==> src/rtl/tdm_tx_pkg.sv <==
package tdm_tx_pkg;

    typedef enum logic [2:0] {
        ST_IDLE,
        ST_LEAD,
        ST_FIRST,
        ST_GAP,
        ST_SECOND,
        ST_DONE
    } seq_state_e;

    typedef enum logic [1:0] {
        LN_FLOAT,
        LN_DRIVE,
        LN_TAIL
    } line_state_e;

    // index of the last bit of a slot for each word length code
    function automatic logic [5:0] wlen_last(input logic [1:0] code);
        unique case (code)
            2'd0:    wlen_last = 6'd15;
            2'd1:    wlen_last = 6'd19;
            2'd2:    wlen_last = 6'd23;
            default: wlen_last = 6'd31;
        endcase
    endfunction

endpackage

==> src/rtl/tdm_frame_ctl.sv <==
module tdm_frame_ctl
    import tdm_tx_pkg::*;
#(
    parameter int OFF_W = 8
) (
    input  logic             clk,
    input  logic             rst_n,
    input  logic             bclk_rise,
    input  logic             bclk_fall,
    input  logic             fsync,
    input  logic [1:0]       cfg_wlen,
    input  logic [OFF_W-1:0] cfg_off1,
    input  logic [OFF_W-1:0] cfg_off2,
    input  logic             cfg_left_en,
    input  logic             cfg_right_en,
    input  logic             cfg_swap,
    input  logic             cfg_early_hiz,
    output logic             frame_start,
    output logic             bit_drive,
    output logic             bit_slot,
    output logic             bit_last,
    output logic             slot_en,
    output logic             early_mode
);

    localparam int CNT_W = (OFF_W > 6) ? OFF_W : 6;

    seq_state_e       state_q, state_d;
    logic [CNT_W-1:0] cnt_q, cnt_d;
    logic [CNT_W-1:0] wl_last_q;
    logic [OFF_W-1:0] off2_q;
    logic             en_first_q, en_second_q, early_q;
    logic             fsync_q;

    assign frame_start = bclk_rise && fsync && !fsync_q;
    assign early_mode  = early_q;

    // state register and frame-time captures
    always_ff @(posedge clk or negedge rst_n) begin
        if (!rst_n) begin
            state_q     <= ST_IDLE;
            cnt_q       <= '0;
            wl_last_q   <= '0;
            off2_q      <= '0;
            en_first_q  <= 1'b0;
            en_second_q <= 1'b0;
            early_q     <= 1'b0;
            fsync_q     <= 1'b0;
        end else begin
            state_q <= state_d;
            cnt_q   <= cnt_d;
            if (bclk_rise) fsync_q <= fsync;
            if (frame_start) begin
                wl_last_q   <= CNT_W'(wlen_last(cfg_wlen));
                off2_q      <= cfg_off2;
                en_first_q  <= cfg_swap ? cfg_right_en : cfg_left_en;
                en_second_q <= cfg_swap ? cfg_left_en  : cfg_right_en;
                early_q     <= cfg_early_hiz;
            end
        end
    end

    // next state
    always_comb begin
        state_d = state_q;
        cnt_d   = cnt_q;
        if (frame_start) begin
            if (cfg_off1 == '0) begin
                state_d = ST_FIRST;
                cnt_d   = CNT_W'(wlen_last(cfg_wlen));
            end else begin
                state_d = ST_LEAD;
                cnt_d   = CNT_W'(cfg_off1) - 1'b1;
            end
        end else if (bclk_fall) begin
            unique case (state_q)
                ST_IDLE, ST_DONE: ;
                ST_LEAD: begin
                    if (cnt_q == '0) begin
                        state_d = ST_FIRST;
                        cnt_d   = wl_last_q;
                    end else begin
                        cnt_d = cnt_q - 1'b1;
                    end
                end
                ST_FIRST: begin
                    if (cnt_q != '0) begin
                        cnt_d = cnt_q - 1'b1;
                    end else if (off2_q == '0) begin
                        state_d = ST_SECOND;
                        cnt_d   = wl_last_q;
                    end else begin
                        state_d = ST_GAP;
                        cnt_d   = CNT_W'(off2_q) - 1'b1;
                    end
                end
                ST_GAP: begin
                    if (cnt_q == '0) begin
                        state_d = ST_SECOND;
                        cnt_d   = wl_last_q;
                    end else begin
                        cnt_d = cnt_q - 1'b1;
                    end
                end
                ST_SECOND: begin
                    if (cnt_q == '0) state_d = ST_DONE;
                    else             cnt_d   = cnt_q - 1'b1;
                end
                default: state_d = ST_IDLE;
            endcase
        end
    end

    // per-tick outputs
    always_comb begin
        bit_drive = 1'b0;
        bit_slot  = 1'b0;
        bit_last  = 1'b0;
        slot_en   = 1'b0;
        unique case (state_q)
            ST_FIRST: begin
                bit_drive = bclk_fall;
                bit_last  = (cnt_q == '0);
                slot_en   = en_first_q;
            end
            ST_SECOND: begin
                bit_drive = bclk_fall;
                bit_slot  = 1'b1;
                bit_last  = (cnt_q == '0);
                slot_en   = en_second_q;
            end
            default: ;
        endcase
    end

    AST_TICKS_EXCLUSIVE: assert property (@(posedge clk) disable iff (!rst_n)
        !(bclk_rise && bclk_fall));

    AST_SLOT_COUNT_BOUND: assert property (@(posedge clk) disable iff (!rst_n)
        (state_q == ST_FIRST || state_q == ST_SECOND) |-> (cnt_q <= wl_last_q));

    AST_SYNC_RESTARTS: assert property (@(posedge clk) disable iff (!rst_n)
        frame_start |=> (state_q == ST_LEAD || state_q == ST_FIRST));

endmodule

==> src/rtl/tdm_shift_out.sv <==
module tdm_shift_out #(
    parameter int SAMPLE_W = 32
) (
    input  logic                clk,
    input  logic                rst_n,
    input  logic                frame_start,
    input  logic                cfg_swap,
    input  logic [SAMPLE_W-1:0] left_data,
    input  logic [SAMPLE_W-1:0] right_data,
    input  logic                bit_drive,
    input  logic                bit_slot,
    output logic                tx_bit
);

    localparam int NSLOT = 2;

    logic [NSLOT-1:0] msb;

    for (genvar g = 0; g < NSLOT; g++) begin : g_slot
        logic [SAMPLE_W-1:0] sh_q;
        logic [SAMPLE_W-1:0] load_word;

        assign load_word = ((g == 0) ^ cfg_swap) ? left_data : right_data;
        assign msb[g]    = sh_q[SAMPLE_W-1];

        always_ff @(posedge clk or negedge rst_n) begin
            if (!rst_n) begin
                sh_q <= '0;
            end else if (frame_start) begin
                sh_q <= load_word;
            end else if (bit_drive && (bit_slot == g[0])) begin
                sh_q <= {sh_q[SAMPLE_W-2:0], 1'b0};
            end
        end
    end

    assign tx_bit = msb[bit_slot];

endmodule

==> src/rtl/tdm_line_drv.sv <==
module tdm_line_drv
    import tdm_tx_pkg::*;
(
    input  logic clk,
    input  logic rst_n,
    input  logic bclk_rise,
    input  logic bclk_fall,
    input  logic frame_start,
    input  logic bit_drive,
    input  logic bit_last,
    input  logic slot_en,
    input  logic early_mode,
    input  logic tx_bit,
    output logic sdout,
    output logic sdout_oe
);

    line_state_e ln_q, ln_d;
    logic        sd_q;

    // state register
    always_ff @(posedge clk or negedge rst_n) begin
        if (!rst_n) begin
            ln_q <= LN_FLOAT;
            sd_q <= 1'b0;
        end else begin
            ln_q <= ln_d;
            if (bclk_fall) sd_q <= (bit_drive && slot_en) ? tx_bit : 1'b0;
        end
    end

    // next state
    always_comb begin
        ln_d = ln_q;
        if (frame_start) begin
            ln_d = LN_FLOAT;
        end else if (bclk_fall) begin
            if (bit_drive && slot_en) ln_d = bit_last ? LN_TAIL : LN_DRIVE;
            else                      ln_d = LN_FLOAT;
        end else if (bclk_rise && early_mode && ln_q == LN_TAIL) begin
            ln_d = LN_FLOAT;
        end
    end

    // outputs
    always_comb begin
        unique case (ln_q)
            LN_DRIVE, LN_TAIL: sdout_oe = 1'b1;
            default:           sdout_oe = 1'b0;
        endcase
        sdout = sdout_oe && sd_q;
    end

    AST_SYNC_RELEASES: assert property (@(posedge clk) disable iff (!rst_n)
        frame_start |=> !sdout_oe);

    AST_OE_RISES_ON_FALL: assert property (@(posedge clk) disable iff (!rst_n)
        $rose(sdout_oe) |-> $past(bclk_fall));

    AST_OE_NEEDS_ENABLED_SLOT: assert property (@(posedge clk) disable iff (!rst_n)
        $rose(sdout_oe) |-> $past(bit_drive && slot_en));

    AST_LATE_HOLD: assert property (@(posedge clk) disable iff (!rst_n)
        (bclk_rise && !frame_start && !early_mode) |=> $stable(sdout_oe));

    AST_DATA_ON_FALL_ONLY: assert property (@(posedge clk) disable iff (!rst_n)
        !bclk_fall |=> $stable(sd_q));

endmodule

==> src/rtl/tdm_slot_tx.sv <==
module tdm_slot_tx
    import tdm_tx_pkg::*;
#(
    parameter int SAMPLE_W = 32,
    parameter int OFF_W    = 8
) (
    input  logic                clk,
    input  logic                rst_n,
    input  logic                bclk_rise,
    input  logic                bclk_fall,
    input  logic                fsync,
    input  logic [SAMPLE_W-1:0] left_data,
    input  logic [SAMPLE_W-1:0] right_data,
    input  logic [1:0]          cfg_wlen,
    input  logic [OFF_W-1:0]    cfg_off1,
    input  logic [OFF_W-1:0]    cfg_off2,
    input  logic                cfg_left_en,
    input  logic                cfg_right_en,
    input  logic                cfg_swap,
    input  logic                cfg_early_hiz,
    output logic                sdout,
    output logic                sdout_oe
);

    logic frame_start, bit_drive, bit_slot, bit_last, slot_en, early_mode, tx_bit;

    tdm_frame_ctl #(.OFF_W(OFF_W)) u_ctl (
        .clk          (clk),
        .rst_n        (rst_n),
        .bclk_rise    (bclk_rise),
        .bclk_fall    (bclk_fall),
        .fsync        (fsync),
        .cfg_wlen     (cfg_wlen),
        .cfg_off1     (cfg_off1),
        .cfg_off2     (cfg_off2),
        .cfg_left_en  (cfg_left_en),
        .cfg_right_en (cfg_right_en),
        .cfg_swap     (cfg_swap),
        .cfg_early_hiz(cfg_early_hiz),
        .frame_start  (frame_start),
        .bit_drive    (bit_drive),
        .bit_slot     (bit_slot),
        .bit_last     (bit_last),
        .slot_en      (slot_en),
        .early_mode   (early_mode)
    );

    tdm_shift_out #(.SAMPLE_W(SAMPLE_W)) u_shift (
        .clk        (clk),
        .rst_n      (rst_n),
        .frame_start(frame_start),
        .cfg_swap   (cfg_swap),
        .left_data  (left_data),
        .right_data (right_data),
        .bit_drive  (bit_drive),
        .bit_slot   (bit_slot),
        .tx_bit     (tx_bit)
    );

    tdm_line_drv u_line (
        .clk        (clk),
        .rst_n      (rst_n),
        .bclk_rise  (bclk_rise),
        .bclk_fall  (bclk_fall),
        .frame_start(frame_start),
        .bit_drive  (bit_drive),
        .bit_last   (bit_last),
        .slot_en    (slot_en),
        .early_mode (early_mode),
        .tx_bit     (tx_bit),
        .sdout      (sdout),
        .sdout_oe   (sdout_oe)
    );

    AST_QUIET_BEFORE_SYNC: assert property (@(posedge clk) disable iff (!rst_n)
        (u_ctl.state_q == ST_IDLE) |-> !sdout_oe);

endmodule

==> config.mk <==
export PLATFORM = sky130hd
export DESIGN_NAME = tdm_slot_tx
export DESIGN_NICKNAME = d
export VERILOG_FILES = /design/src/rtl/tdm_tx_pkg.sv /design/src/rtl/tdm_frame_ctl.sv /design/src/rtl/tdm_shift_out.sv /design/src/rtl/tdm_line_drv.sv /design/src/rtl/tdm_slot_tx.sv
export SDC_FILE = /design/constraint.sdc
export NUM_CORES = 1
export LEC_CHECK = 0
export BUFFER_PORTS_ARGS = -buffer_cell sky130_fd_sc_hd__buf_2
export CORE_MARGIN = 2
export CORE_UTILIZATION = 30
export CTS_CLUSTER_DIAMETER = 200
export DETAILED_ROUTE_END_ITERATION = 6
export PLACE_DENSITY_LB_ADDON = 0.3
export SKIP_CTS_REPAIR_TIMING = 1
export SYNTH_ARGS = -nofsm -noshare
export SYNTH_HDL_FRONTEND = slang
export SYNTH_SLANG_ARGS = --single-unit
==> constraint.sdc <==
create_clock -name clk -period 4.8 [get_ports clk]
set_clock_uncertainty 0.15 [all_clocks]
set_input_delay 0.48 -clock clk [delete_from_list [all_inputs] [get_ports clk]]
set_output_delay 0.48 -clock clk [all_outputs]
set_load 0.005 [all_outputs]
==> impl_metrics.toml <==
[outcome]
outcome = "complete, no violations"

[global_routing]
global_route.overflow_total = 0
groute.usage.overall_pct = 14.3
largest_net_degree_at_the_start_of_global_routing = 129
grt_first_pass_wirelength_um = 23200
number_of_antenna_violations_at_the_first_check_in_global_routing = 0
number_of_global_route_vias_before_repair = 4578

[clock_network]
cts-root-buf = "sky130_fd_sc_hd__clkbuf_16"
cts.htree.levels = 3
clock_insertion_delay_worst_skew_ps = 350
cts_buffers = 9
clock_net_sink_count = 94
clockBufferDepth = 2
clk_pin_slew_ps = 70
tritoncts = "done"

[sta]
drv_slew = 0
postLayoutSetupSlackWorst_ps = 2390
timing.final.hold_violations = 0
part_of_the_cycle_the_worst_path_needs_pct = 50.1
setup_repair_after_global_routing_missed_its_margin = "no"
fmax_ghz = 0.415
finalSetupViolCount = 0
finalSetupTns_ps = 0
worstMarginPinSlew_ps = 1160
relSlewSlack_pct = 22.9
min_period_ps = 2410

[synth]
post_synth.cell_area_avg_um2 = 8.35
number_of_synthesized_flops_with_an_enable_pin = 0
yosysWarningCount = 0
synth_top_area_cell = "sky130_fd_sc_hd__dfrtp_1"
synth_seq_cells = 94
netlist-cell-type-count = 59
syn_nets = 771
most_frequent_cell_after_synthesis = "sky130_fd_sc_hd__nand2_1"
netlist_top_cells_area = "sky130_fd_sc_hd__dfrtp_1, sky130_fd_sc_hd__nand2_1, sky130_fd_sc_hd__a211oi_1, sky130_fd_sc_hd__nor2b_1, sky130_fd_sc_hd__a31oi_1"
mappedNetlistArea_um2 = 5620
yosys-top-cells-count = "sky130_fd_sc_hd__nand2_1, sky130_fd_sc_hd__dfrtp_1, sky130_fd_sc_hd__nor2b_1, sky130_fd_sc_hd__a31oi_1, sky130_fd_sc_hd__a211oi_1"
ys_async_sr_fraction_pct = 100
synthFlopType = "sky130_fd_sc_hd__dfrtp_1"
synth_cells = 673
seq_total_area_yosys_pct = 41.9
synth_largest_type_area_fraction_pct = 41.9

[routing]
vias_per_cell = 5.13
routed_wire_length_per_instance_um = 14.4
route.vias.total = 4970
drt.antenna.violating_nets = 0
postRouteWirelength_um = 13900
drt_first_pass_iters = 4
drc_errors = 0
iteration_0_drc_count_of_the_detailed_router = 315

[layout]
syn2layout_area_growth_pct = 16.0
final_net_count = 827
design_area_um2 = 6520
drive_above_1_share_pct = 16.9
nFillCells = 1972
n_antenna_cell = 0

[worst_setup_path]
crit_arrival_ps = 2510
reg2reg_setup_slack_ps = 2390
worstPathRequired_ps = 4900
reg2reg_depth = 7
timing.critical_path.from_type = "flop"
cp_max_fo = 6
end_kind = "flop"
critical_path.reg2reg.endpoint = "u_ctl.cnt_q[7]"
regToRegStartpoint = "u_ctl.cnt_q[0]"
crit_type = "reg -> reg"

[floorplanning]
placeableCoreArea_um2 = 18500
rows = 50
num_io_pins = 93
die_height_um = 141
floorplan.die_area_um2 = 19800
floorplan.initialDensity_pct = 30.3
dieWidth_um = 141

[place]
placement.setup.worst_slack_ps = 2140
routabilityCongestion = 0.829
post_detailed_placement_cell_area_um2 = 6210
dpl.hpwl_um = 9510
buffers_added_on_ports = 92

[pwr]
power.density_nw_per_um2 = 368
ir_drop_v = 0.000173
p_leak_nw = 2.73

[min_path]
worst_hold_path_type = "in -> async"

[run]
maxCapViolCount = 0
-- routing by layer --
metal | routed length, um | vias up | global-route usage (%)
met5 | 0 | - | 0
met4 | 251 | 0 | 5.16
met3 | 531 | 16 | 1.94
met2 | 6240 | 105 | 21.9
met1 | 6890 | 2325 | 20.6
li1 | - | 2524 | -
-- per-stage QoR --
stage	std cells	hold WS [ps]	util [%]	total power, mW
final	968	66.7	35.2	2.40
after global routing	968	121	35.2	2.55
after CTS	968	94.6	35.2	2.42
after detailed placement	952	316	33.5	1.66
after global placement	952	316	33.5	1.66
after floorplan	673	34.4	-	1.50
-- where the power goes --
group / switching [mW] / leakage [nW] / internal, mW
clock network: 0.325 / 0.151 / 0.424
registers: 0.144 / 1.08 / 0.976
logic: 0.286 / 1.49 / 0.245
-- cells in the final DEF (no fill, tap or decap), types with 4 or more instances in the layout --
master	count
sky130_fd_sc_hd__or4_1	5
sky130_fd_sc_hd__ha_1	7
sky130_fd_sc_hd__buf_2	90
sky130_fd_sc_hd__xnor2_1	5
sky130_fd_sc_hd__nor2b_1	65
sky130_fd_sc_hd__nor3_1	9
sky130_fd_sc_hd__inv_1	13
sky130_fd_sc_hd__mux2i_1	8
sky130_fd_sc_hd__nand3_1	4
sky130_fd_sc_hd__dfrtp_1	94
sky130_fd_sc_hd__o21ai_0	23
sky130_fd_sc_hd__buf_4	8
sky130_fd_sc_hd__nor4_1	7
sky130_fd_sc_hd__xor2_1	4
sky130_fd_sc_hd__nand2_1	163
sky130_fd_sc_hd__nor2_1	20
sky130_fd_sc_hd__a211oi_1	63
sky130_fd_sc_hd__a21oi_1	17
sky130_fd_sc_hd__a31oi_1	64
sky130_fd_sc_hd__clkbuf_16	9
sky130_fd_sc_hd__nor3b_1	4
-- worst max-delay path: stages, from the launching register on --
cell and delay, ps:
sky130_fd_sc_hd__dfrtp_1 420, sky130_fd_sc_hd__inv_1 120, sky130_fd_sc_hd__ha_1 210, sky130_fd_sc_hd__or3b_2 560, sky130_fd_sc_hd__nor3_2 360, sky130_fd_sc_hd__nand2_1 160
sky130_fd_sc_hd__o32a_1 200, sky130_fd_sc_hd__o221ai_2 140
-- kinds of logic (layout without fill, tap and decap cells) --
| logic type | count (synthesis) | count (layout) | synth area share (%) |
|---|---|---|---|
| xor+xnor | 9 | 9 | 1.40 |
| simple gates | 293 | 293 | 25.3 |
| compound gates | 194 | 194 | 23.4 |
| fa+ha+maj | 7 | 7 | 1.56 |
| mux | 10 | 10 | 1.83 |
| buf+inv | 66 | 127 | 4.63 |
| flops | 94 | 94 | 41.9 |
-- layout make-up --
| cell class | instances | area [um^2] | share of cell area, % |
|---|---|---|---|
| Sequential cell | 94 | 2350 | 36.1 |
| Inverter | 13 | 48.8 | 0.749 |
| Multi-Input combinational cell | 513 | 3000 | 46.1 |
| Tap cell | 234 | 293 | 4.49 |
| Clock inverter | 5 | 65.1 | 0.998 |
| Timing Repair Buffer | 98 | 510 | 7.83 |
| Clock buffer | 11 | 243 | 3.73 |
-- worst max-delay path by stage --
stage	cells past startpoint	slack (ps)	end	start
3_5_place_dp	6	2140	u_ctl.cnt_q[7]	bclk_rise
2_1_floorplan	8	2580	u_ctl.cnt_q[7]	u_ctl.cnt_q[0]
6_report	7	2390	u_ctl.cnt_q[7]	u_ctl.cnt_q[0]
3_3_place_gp	6	2180	u_ctl.cnt_q[7]	bclk_rise
4_1_cts	5	2370	u_ctl.cnt_q[7]	u_ctl.fsync_q
5_1_grt	5	2260	u_ctl.cnt_q[7]	u_ctl.fsync_q
-- state kept, by name (all words and copies together), names as in the netlist --
name / count
u_ctl.fsync_q: 1
u_shift.g_slot.sh_q: 64
u_ctl.en_second_q: 1
u_line.ln_q: 2
u_line.sd_q: 1
u_ctl.en_first_q: 1
u_ctl.state_q: 3
u_ctl.cnt_q: 8
u_ctl.wl_last_q: 4
u_ctl.early_mode: 1
u_ctl.off2_q: 8
No activity file was read; power rests on OpenSTA's default activity.
